--- src/rtl/dec_pkg.sv ---
`timescale 1ns/1ps
package dec_pkg;
    // Number of capture slots per arming.
    localparam int SLOT_COUNT = 2;
    localparam int SLOT_IDX_W = $clog2(SLOT_COUNT);

    typedef enum logic [1:0] {
        CAPM_OFF  = 2'd0,
        CAPM_RISE = 2'd1,
        CAPM_FALL = 2'd2,
        CAPM_ANY  = 2'd3
    } capm_e;

    typedef enum logic [1:0] {
        SEQ_FIRST  = 2'd0,
        SEQ_SECOND = 2'd1,
        SEQ_FULL   = 2'd2
    } seq_e;
endpackage

--- src/rtl/dec_edge_qual.sv ---
`timescale 1ns/1ps
// Finds a qualifying transition on the pin. The previous sample is kept
// on every clock, independent of mode or direction.
module dec_edge_qual
    import dec_pkg::*;
(
    input  logic       clk,
    input  logic       rst_n,
    input  logic       pin_in,
    input  logic [1:0] cap_mode,
    output logic       edge_hit
);
    logic  pin_prev;
    logic  rose;
    logic  fell;
    capm_e mode_q;

    always_ff @(posedge clk) begin
        if (!rst_n) begin
            pin_prev <= 1'b0;
        end else begin
            pin_prev <= pin_in;
        end
    end

    assign rose   = pin_in & ~pin_prev;
    assign fell   = ~pin_in & pin_prev;
    assign mode_q = capm_e'(cap_mode);

    always_comb begin
        unique case (mode_q)
            CAPM_OFF:  edge_hit = 1'b0;
            CAPM_RISE: edge_hit = rose;
            CAPM_FALL: edge_hit = fell;
            CAPM_ANY:  edge_hit = rose | fell;
            default:   edge_hit = 1'b0;
        endcase
    end
endmodule

--- src/rtl/dec_arm_detect.sv ---
`timescale 1ns/1ps
// Produces a restart request on an explicit rearm, or when the mode
// leaves "off" for any edge mode.
module dec_arm_detect
    import dec_pkg::*;
(
    input  logic       clk,
    input  logic       rst_n,
    input  logic [1:0] cap_mode,
    input  logic       rearm,
    output logic       restart
);
    logic [1:0] mode_prev;
    logic       mode_armed;

    always_ff @(posedge clk) begin
        if (!rst_n) begin
            mode_prev <= CAPM_OFF;
        end else begin
            mode_prev <= cap_mode;
        end
    end

    assign mode_armed = (mode_prev == CAPM_OFF) && (cap_mode != CAPM_OFF);
    assign restart    = rearm | mode_armed;
endmodule

--- src/rtl/dec_slot_seq.sv ---
`timescale 1ns/1ps
// Slot sequencer: decides which slot (if any) a qualified edge fills,
// and whether that capture completes the event.
module dec_slot_seq
    import dec_pkg::*;
(
    input  logic                  clk,
    input  logic                  rst_n,
    input  logic                  edge_ok,
    input  logic                  restart,
    input  logic                  two_shot,
    output logic [SLOT_COUNT-1:0] slot_we,
    output logic                  cap_event
);
    seq_e state_q;
    seq_e state_d;
    logic take;
    logic fire_d;

    // A restart always wins over an edge in the same cycle.
    assign take = edge_ok & ~restart;

    // State register.
    always_ff @(posedge clk) begin
        if (!rst_n) begin
            state_q <= SEQ_FIRST;
        end else begin
            state_q <= state_d;
        end
    end

    // Next state and outputs.
    always_comb begin
        state_d = state_q;
        slot_we = '0;
        fire_d  = 1'b0;
        unique case (state_q)
            SEQ_FIRST: begin
                if (take) begin
                    slot_we[0] = 1'b1;
                    fire_d     = ~two_shot;
                    state_d    = SEQ_SECOND;
                end
            end
            SEQ_SECOND: begin
                if (take) begin
                    slot_we[1] = 1'b1;
                    fire_d     = two_shot;
                    state_d    = SEQ_FULL;
                end
            end
            SEQ_FULL: begin
                state_d = SEQ_FULL;
            end
            default: begin
                state_d = SEQ_FIRST;
            end
        endcase
        if (restart) begin
            state_d = SEQ_FIRST;
        end
    end

    // Strobe is registered so it lines up with the slot update.
    always_ff @(posedge clk) begin
        if (!rst_n) begin
            cap_event <= 1'b0;
        end else begin
            cap_event <= fire_d;
        end
    end
endmodule

--- src/rtl/dec_slot_bank.sv ---
`timescale 1ns/1ps
// Holds the captured counter values, one register per slot.
module dec_slot_bank
    import dec_pkg::*;
#(
    parameter int WIDTH = 32
) (
    input  logic                  clk,
    input  logic                  rst_n,
    input  logic [SLOT_COUNT-1:0] slot_we,
    input  logic [WIDTH-1:0]      value_in,
    output logic [WIDTH-1:0]      slot_val [SLOT_COUNT]
);
    for (genvar g = 0; g < SLOT_COUNT; g++) begin : g_slot
        always_ff @(posedge clk) begin
            if (!rst_n) begin
                slot_val[g] <= '0;
            end else if (slot_we[g]) begin
                slot_val[g] <= value_in;
            end
        end
    end
endmodule

--- src/rtl/dual_edge_capture.sv ---
`timescale 1ns/1ps
module dual_edge_capture
    import dec_pkg::*;
#(
    parameter int WIDTH = 32
) (
    input  logic             clk,
    input  logic             rst_n,
    input  logic             pin_in,
    input  logic [WIDTH-1:0] count_in,
    input  logic [1:0]       cap_mode,
    input  logic             two_shot,
    input  logic             pin_is_input,
    input  logic             rearm,
    output logic [WIDTH-1:0] cap_slot0,
    output logic [WIDTH-1:0] cap_slot1,
    output logic             cap_event
);
    logic                  edge_hit;
    logic                  restart;
    logic [SLOT_COUNT-1:0] slot_we;
    logic [WIDTH-1:0]      slot_val [SLOT_COUNT];

    dec_edge_qual u_edge (
        .clk      (clk),
        .rst_n    (rst_n),
        .pin_in   (pin_in),
        .cap_mode (cap_mode),
        .edge_hit (edge_hit)
    );

    dec_arm_detect u_arm (
        .clk      (clk),
        .rst_n    (rst_n),
        .cap_mode (cap_mode),
        .rearm    (rearm),
        .restart  (restart)
    );

    dec_slot_seq u_seq (
        .clk       (clk),
        .rst_n     (rst_n),
        .edge_ok   (edge_hit & pin_is_input),
        .restart   (restart),
        .two_shot  (two_shot),
        .slot_we   (slot_we),
        .cap_event (cap_event)
    );

    dec_slot_bank #(.WIDTH(WIDTH)) u_bank (
        .clk      (clk),
        .rst_n    (rst_n),
        .slot_we  (slot_we),
        .value_in (count_in),
        .slot_val (slot_val)
    );

    assign cap_slot0 = slot_val[0];
    assign cap_slot1 = slot_val[1];
endmodule

--- config.mk ---
export PLATFORM = sky130hd
export DESIGN_NAME = dual_edge_capture
export DESIGN_NICKNAME = d
export VERILOG_FILES = /design/src/rtl/dec_pkg.sv /design/src/rtl/dec_edge_qual.sv /design/src/rtl/dec_arm_detect.sv /design/src/rtl/dec_slot_seq.sv /design/src/rtl/dec_slot_bank.sv /design/src/rtl/dual_edge_capture.sv
export SDC_FILE = /design/constraint.sdc
export NUM_CORES = 1
export LEC_CHECK = 0
export ABC_AREA = 1
export CORE_ASPECT_RATIO = 2
export CORE_MARGIN = 1.5
export CORE_UTILIZATION = 53
export DETAILED_ROUTE_END_ITERATION = 8
export DONT_BUFFER_PORTS = 1
export GPL_TIMING_DRIVEN = 0
export PLACE_DENSITY_LB_ADDON = 0.15
export SYNTH_ARGS = -nofsm -noshare
export SYNTH_HDL_FRONTEND = slang
export SYNTH_SLANG_ARGS = --single-unit
--- constraint.sdc ---
create_clock -name clk -period 2.1 [get_ports clk]
set_input_delay 0.42 -clock clk [delete_from_list [all_inputs] [get_ports clk]]
set_output_delay 0.42 -clock clk [all_outputs]
set_load 0.05 [all_outputs]
== Word-level counts from Yosys, hierarchy flattened ==
Index checks and enable logic that the tools add are counted.

* Register bits: 70
* Input port bits: 40

* Eq/ne operators: 7
* Mux-type cells: 10
* Bitwise operators: 11
* Reduce and logical (&&, ||, !) cells: 7

{| class="wikitable"
|+ Operators with widths
! kind !! number
|-
| $eq 2x2->1 const B || 3
|-
| $logic_not 2->1 || 3
|-
| $pmux 2 s3 || 1
|-
| $mux 1 || 5
|-
| $not 1->1 || 5
|-
| $and 1x1->1 || 4
|-
| $eq 2x1->1 const B || 2
|-
| $mux 2 || 2
|-
| $ne 2x1->1 const B || 2
|-
| $pmux 1 s4 || 1
|-
| $or 1x1->1 || 2
|-
| $pmux 1 s2 || 1
|-
| $reduce_and 2->1 || 1
|-
| $reduce_bool 2->1 || 1
|-
| $reduce_or 2->1 || 1
|-
| $logic_and 1x1->1 || 1
|}

== Logic depth before layout (Yosys ltp) ==
Gate-level depths: netlist of run 1.

* Depth in word-level cells: 8
* Gate-level depth with buffers: 12

== Hierarchy ==
From an unflattened synthesis of run 1, not the netlist that was laid out.

* Cell total of the unflattened synthesis: 432
* Area, all modules: 2954.1 um^2

{| class="wikitable"
|+ By module, submodules not included
! module !! instances !! cells an instance !! area each (um^2) !! sequential area each (um^2)
|-
| dec_slot_bank || 1 || 373 || 2572.5 || 1281.2
|-
| dec_slot_seq || 1 || 30 || 198.9 || 60.1
|-
| dec_edge_qual || 1 || 14 || 91.3 || 20.0
|-
| dec_arm_detect || 1 || 13 || 83.8 || 40.0
|-
| dual_edge_capture || 1 || 2 || 7.5 || 0.0
|}

== Worst setup path after synthesis of run 1 ==
OpenSTA, ideal clock, no wires.

* Kind: input -> register
* Start point: input port pin_in
* End point: register u_bank.slot_val[32] (netlist bit)
* Setup time: 0.110 ns
* Arrival time: 1.496 ns
* Data required time: 1.990 ns
* Path slack: 0.494 ns
* Stages: 12
* Path buffers: 2
* Cell sequence: inv_1 -> ha_1 -> inv_1 -> nand2_1 -> inv_1 -> nor2_1 -> nor2_4 -> buf_6 -> buf_2 -> nand4_1 -> nand2_1 -> nor2_1

* Longest elaborated chain between the ends: 8
* Elaborated cells between the ends (all ways): 9
* Classes of those cells: mux (3); bitwise (6)

{| class="wikitable"
|+ RTL lines
! element !! line !! text
|-
| start: declaration || dual_edge_capture.sv:9 || <nowiki>input logic pin_in,</nowiki>
|-
| $not 1->1 || dec_edge_qual.sv:27 || <nowiki>assign fell = ~pin_in & pin_prev;</nowiki>
|-
| $and 1x1->1 || dec_edge_qual.sv:27 ||
|-
| $or 1x1->1 || dec_edge_qual.sv:35 || <nowiki>CAPM_ANY: edge_hit = rose | fell;</nowiki>
|-
| $pmux 1 s4 (*) || dec_edge_qual.sv:31 || <nowiki>unique case (mode_q)</nowiki>
|-
| $and 1x1->1 (*) || dual_edge_capture.sv:43 || <nowiki>.edge_ok (edge_hit & pin_is_input),</nowiki>
|-
| $and 1x1->1 (*) || dec_slot_seq.sv:21 || <nowiki>assign take = edge_ok & ~restart;</nowiki>
|-
| $mux 1 (*) || dec_slot_seq.sv:39 || <nowiki>if (take) begin</nowiki>
|-
| $mux 1 (*) || dec_slot_seq.sv:37 || <nowiki>unique case (state_q)</nowiki>
|-
| end signal: indexed assignment || dec_slot_bank.sv:19 || <nowiki>slot_val[g] <= value_in;</nowiki>
|-
| end: declaration || dec_slot_bank.sv:12 || <nowiki>output logic [WIDTH-1:0] slot_val [SLOT_COUNT]</nowiki>
|}

Every way passes the cells marked *; elsewhere a longest branch is shown, timed or not.
A chain may end at the register's enable or synchronous reset.

== Final worst setup path of run 1 ==
* Start point: register u_seq.state_q[1]
* End point: register u_bank.slot_val[26] (netlist bit)

* Longest elaborated chain between the ends: 2

{| class="wikitable"
|+ RTL lines
! element !! line !! text
|-
| start: declaration || dec_slot_seq.sv:15 || <nowiki>seq_e state_q;</nowiki>
|-
| start signal: assignment || dec_slot_seq.sv:28 || <nowiki>state_q <= state_d;</nowiki>
|-
| $eq 2x1->1 || dec_slot_seq.sv:37 ||
|-
| $mux 1 || dec_slot_seq.sv:37 ||
|}

No other way between the ends.

==> results.ini, run 1 <==
[critical_path]
cp-start-kind = flop
required_ns = 2.33
path_cells = inv_1, ha_1, clkbuf_1, buf_1, nand4_1, nand2_1, nor2_1
reg2reg_depth = 7
critPathKind = flop to flop
path_max_fanout = 10
endpoint_kind = flop
cpMaxStageDelayCell = buf_1
cp_slowest_stage_delay_ns = 0.43
rrSetupSlack_ns = 0.41
worst_ep_arrival_time_ns = 1.92

[sta]
fin_tns_setup_ns = 0
worst_pin_slew_ns = 0.544
setup_ws_ns = 0.410
fin_skew_ns = 0.00230
rsz0062_at_grt = false
maxSlewViolCount = 0
relSlewSlack_pct = 63.7
whs_ns = 0.184
fmax_mhz = 592
finalHoldViolCount = 0
setup-violations-final = 0
finalCriticalPeriod_ns = 1.69
fin_crit_sh_pct = 80.5

[route]
vias = 3138
drt-pass1-iter-count = 4
routed_wl_um = 8560
dr.first_iter.drc_count = 142
drtAntennaViolNets = 0
route.detailed.drc = 0
wire_per_inst_um = 12.7
vias_per_cell = 4.65

[placed_design]
io_buffers = 0
place_congestion = 0.790
placement.cell_area_sq_mm = 0.00368
dp_hpwl_um = 6310
pre_cts_ws_ns = 0.283

[clock_network]
clk_latency_ns = 0.33
cts.sinks = 70
post_cts_resize_count = 0
clock_path_buffers = 2
htree_levels = 3
cts.reportedPaths.clkPinSlew_ns = 0.05
cts_tree = built
postCtsSetupBuffers = 0
cts_hold_buf = 0
ctsRootBufferMaster = clkbuf_16
numCtsBuffers = 9

[grt]
grt_first_pass_wirelength_um = 13800
grt-ovfl-total = 0
grt_pass1_vias = 3036
gr-usage-all-layers_pct = 25.1
grt_antenna_before_repair = 0
grt_max_degree = 11

[logic_synthesis]
yosys.area_share.simple_pct = 35.0
yosys_warnings = 0
synth_top_family_by_area = simple AND/OR/NAND/NOR gates
synthXorXnorAreaFrac_pct = 0.245
syn_area_sq_mm = 0.00357
synth_top_area_share_pct = 39.3
yosysTopAreaCell = dfxtp_1
synth-seq-cells = 70
muxShareOfSynthArea_pct = 0
synth_cell_types = 20
synth_area_leaders = dfxtp_1 39%, inv_1 18%, nand2_1 15%
synthAdderAreaFrac_pct = 1.40
syn-num-nets = 615
yosysSeqAreaShare_pct = 39.3
synth-compound-area-share_pct = 0.876
syn_area_per_cell_sq_um = 6.25
postSynthCellCount = 571

[floorplan]
die_width_um = 61.0
die_y_um = 119
num_rows = 42
ioPinCount = 105
die-area_sq_mm = 0.00727
floorplan.core_area_sq_mm = 0.00657
initial_core_util_pct = 54.3

[outcome]
run_status = finished, final reports clean

[power_and_ir_drop]
leakage_uw = 0.00207
vdd.ir_drop.worst_v = 0.000657
pwr_density_cell_mw_per_mm2 = 797

[layout]
final_area_sq_mm = 0.00396
final_layout_size_suffix_gt1_share_pct = 6.30
synthToLayoutAreaGrowth_pct = 11.0
nNetsFinal = 626
antenna_cells = 0

[hold_path]
hold_depth = 2
holdCritPathClass = input port to flop

[run]
drv_cap = 0

where the power goes:
part	internal (uW)	leakage [uW]	total, uW	switching, uW
registers	1360	0.000566	1460	105
clock network	898	0.000137	1430	535
logic	80.4	0.00137	264	183
final timing paths:
kind,endpoint,from
worst max-delay path,u_bank.slot_val[26],u_seq.state_q[1]
worst min-delay path,u_arm.mode_prev[0],cap_mode[0]
worst min register to register,u_seq.state_q[0],u_seq.state_q[0]
worst max register to register,u_bank.slot_val[26],u_seq.state_q[1]
critical path, delay by kind of cell (launching register included):
family | cells | cell delay (ns)
adder cells (fa/ha/maj) | 1 | 0.15
AND/OR/NAND/NOR | 3 | 0.29
buffers and inverters | 3 | 0.85
flip-flops | 1 | 0.29
metrics by stage:
step | cells | total power, uW | utilization, %
after floorplan | 571 | 1690 | -
after global placement | 659 | 1750 | 56.0
after detailed placement | 659 | 1750 | 56.0
after CTS | 675 | 3170 | 60.3
after global routing | 675 | 3270 | 60.3
final | 675 | 3160 | 60.3
Yosys cell counts:
| cell | instances |
|---|---|
| buf_2 | 14 |
| nor2_1 | 69 |
| ha_1 | 4 |
| dfxtp_1 | 70 |
| a21oi_4 | 1 |
| clkbuf_1 | 7 |
| nand2_1 | 138 |
| buf_4 | 3 |
| a21oi_1 | 3 |
| nand4_1 | 64 |
| inv_2 | 1 |
| nor2_4 | 1 |
| nand3_1 | 4 |
| nand3_2 | 3 |
| inv_1 | 174 |
| nor3_1 | 1 |
| buf_6 | 1 |
| buf_1 | 11 |
| nand2_2 | 1 |
| xor2_1 | 1 |
final cells by class:
class	instances	area, sq um
fill	660	2610
sequential	70	1400
multi-input combinational	290	1340
inverter	175	657
clock buffer	16	282
buffer	36	171
tap	88	110
registers in the layout, indices dropped and copies added (netlist names):
name,cells
u_bank.slot_val,64
u_seq.cap_event,1
u_arm.mode_prev,2
u_edge.pin_prev,1
u_seq.state_q,2
layout by cell type, fill, tap and decap left out:
| cell type | n |
|---|---|
| buf_6 | 1 |
| buf_2 | 14 |
| nand4_1 | 64 |
| nand2_2 | 1 |
| clkbuf_1 | 11 |
| ha_1 | 4 |
| clkbuf_8 | 3 |
| buf_4 | 3 |
| dfxtp_1 | 70 |
| inv_2 | 1 |
| inv_1 | 174 |
| nor2_4 | 1 |
| clkbuf_16 | 9 |
| a21oi_4 | 1 |
| nor2_1 | 69 |
| nand3_2 | 3 |
| buf_1 | 11 |
| nand2_1 | 138 |
| nor3_1 | 1 |
| a21oi_1 | 3 |
| nand3_1 | 4 |
| xor2_1 | 1 |
per-layer routing:
layer	part of all wire, %	track usage [%]	routed length [um]	up-vias
li1	-	-	-	1676
met1	38	25.8	3270	1372
met2	54	44.5	4640	77
met3	5.4	6.41	459	13
met4	2.2	11.5	191	0
met5	0	0	0	-
cells by family after synthesis:
kind of cell	count (synthesis)
DFF	70
adders and majority gates	4
AOI/OAI and AO/OA	4
and+or+nand+nor	281
buffers and inverters	211
xor gates and xnor gates	1
Power figures use the tool's default switching activity.
==> run 2: changes to the inputs <==
clock period = 1.4 ns   (was 2.1 ns; I/O delays follow)
==> run 2 against run 1 <==
  * The flow now finishes with violations (setup timing)
  * Wire length rose by 1.5%
  * Clock skew rose by 0.0025 ns
  * Clock-buffer cell count fell by 5
  * Sequential share of layout area fell by 2.8 points
  * Critical path type unchanged
==> results.ini, run 2 (synthesis results as in run 1) <==
[sta]
maxSlewViolCount = 0
finalHoldViolCount = 0
rsz0062_at_grt = true
finalCriticalPeriod_ns = 1.60
fmax_mhz = 625
setup_ws_ns = -0.200
setup-violations-final = 65
whs_ns = 0.0468
fin_skew_ns = 0.00485
worst_pin_slew_ns = 0.552
fin_crit_sh_pct = 114
relSlewSlack_pct = 63.2
fin_tns_setup_ns = -10.42

[critical_path]
path_cells = ha_4, inv_2, nand2_2, inv_2, nor2_2, nor2_4, buf_8, buf_8, nand4_1, nand2_1, nor2_1
required_ns = 1.62
cp-startpoint = u_edge.pin_prev
critical_path_buf_inv_count = 4
critPathKind = flop to flop
cp_slowest_stage_delay_ns = 0.35
worst_ep_arrival_time_ns = 1.82
crit_family = simple AND/OR/NAND/NOR gates
path_max_fanout = 10
cp-start-kind = flop
crit-reg2reg-launch = u_edge.pin_prev
cpMaxStageDelayCell = dfxtp_2
endpoint_kind = flop

[layout]
layout_common_cells = 169 x inv_1, 135 x nand2_1, 69 x dfxtp_1, 68 x nor2_1, 64 x nand4_1
largest_reg_flops = 64
reg_top3 = u_bank.slot_val: 64 flops, u_arm.mode_prev: 2 flops, u_seq.state_q: 2 flops
nNetsFinal = 635
final_common_cell = inv_1
multiInputGateArea_sq_mm = 0.00144
antenna_cells = 0
fillerInstances = 610
register_area_sq_mm = 0.00140
final_area_sq_mm = 0.00430
regMostFlops = u_bank.slot_val
synthToLayoutAreaGrowth_pct = 20.4
final_layout_size_suffix_gt1_share_pct = 12.8

[grt]
met2_usage_pct = 42.7
grt_max_degree = 12
use_met3_pct = 6.95
top_usage_layer = met2
grt-ovfl-total = 0
grt_antenna_before_repair = 0
grt_pass1_vias = 3078
gr-usage-all-layers_pct = 25.0
grt_first_pass_wirelength_um = 13800
gr-usage-met1_pct = 27.6

[clock_network]
cts_tree = built
cts_hold_buf = 0
cts.sinks = 70
htree_levels = 3
ctsRootBufferMaster = clkbuf_16
numCtsBuffers = 9
clk_latency_ns = 0.33
clock_path_buffers = 2
cts.reportedPaths.clkPinSlew_ns = 0.05

[route]
route.detailed.drc = 0
vias = 3212
routed_wl_um = 8690
wire_per_inst_um = 12.7
drt-pass1-iter-count = 6
drtAntennaViolNets = 0
dr.first_iter.drc_count = 153
vias_per_cell = 4.70

[placed_design]
place_congestion = 0.788
placement.cell_area_sq_mm = 0.00373
io_buffers = 0
dp_hpwl_um = 6290

[floorplan]
die_y_um = 119
die-area_sq_mm = 0.00727
ioPinCount = 105
floorplan.core_area_sq_mm = 0.00657
die_width_um = 61.0
num_rows = 42
initial_core_util_pct = 54.3

[power_and_ir_drop]
leakage_uw = 0.00220
vdd.ir_drop.worst_v = 0.00104
pwr_density_cell_mw_per_mm2 = 1130

[outcome]
failed_checks = setup timing
run_status = complete, but fails checks

[hold_path]
holdCritPathClass = input port to flop
hold_start = pin_in

[run]
drv_cap = 0

run 2: changes by cell type in the layout (fill, tap and decap cells not counted), sizes merged:
cell,before,now
buf,29,37
bufinv,0,1
clkbuf,23,19
clkinv,0,4
run 2: power by group:
| part | switching [uW] | internal (uW) | total [uW] |
|---|---|---|---|
| registers | 158 | 2040 | 2190 |
| logic | 307 | 197 | 504 |
| clock network | 799 | 1370 | 2160 |
| total | 1260 | 3600 | 4860 |
run 2: worst paths after layout:
path | to | slack [ns] | depth (start not counted)
max | u_bank.slot_val[22] | -0.20 | 11
min | u_edge.pin_prev | 0.05 | 2
max reg2reg | u_bank.slot_val[22] | -0.20 | 11
min reg2reg | u_seq.state_q[0] | 0.53 | 2
run 2: repair_timing:
item                       CTS  global route
pin swaps                    4            10
gates cloned                 2             3
setup endpoints to repair   63            67
gates resized for setup     25            24
setup buffers                3             3
run 2: cell type report:
type                       instances  area share (%)
buffer                            34            6.14
clock buffer                      11            5.41
clock inverter                     5            1.16
inverter                         175            15.3
multi-input combinational        290            33.4
sequential                        70            32.6
tap                               88            2.56
timing repair buffer              11            3.32
run 2: per-layer routing:
| metal | vias to the layer above | routed length, um |
|---|---|---|
| met1 | 1400 | 3210 |
| met3 | 19 | 506 |
| met2 | 88 | 4720 |
| li1 | 1705 | - |
| met4 | 0 | 242 |
| met5 | - | 0 |
run 2: metrics by stage:
step / cells / setup slack (ns) / utilization [%] / power (uW)
6_report: 684 / -0.200 / 65.4 / 4860
2_1_floorplan: 571 / 0.00222 / - / 2550
4_1_cts: 679 / -0.158 / 62.7 / 4840
3_3_place_gp: 659 / -0.225 / 56.9 / 2640
3_5_place_dp: 659 / -0.258 / 56.9 / 2650
5_1_grt: 684 / -0.291 / 65.4 / 5050
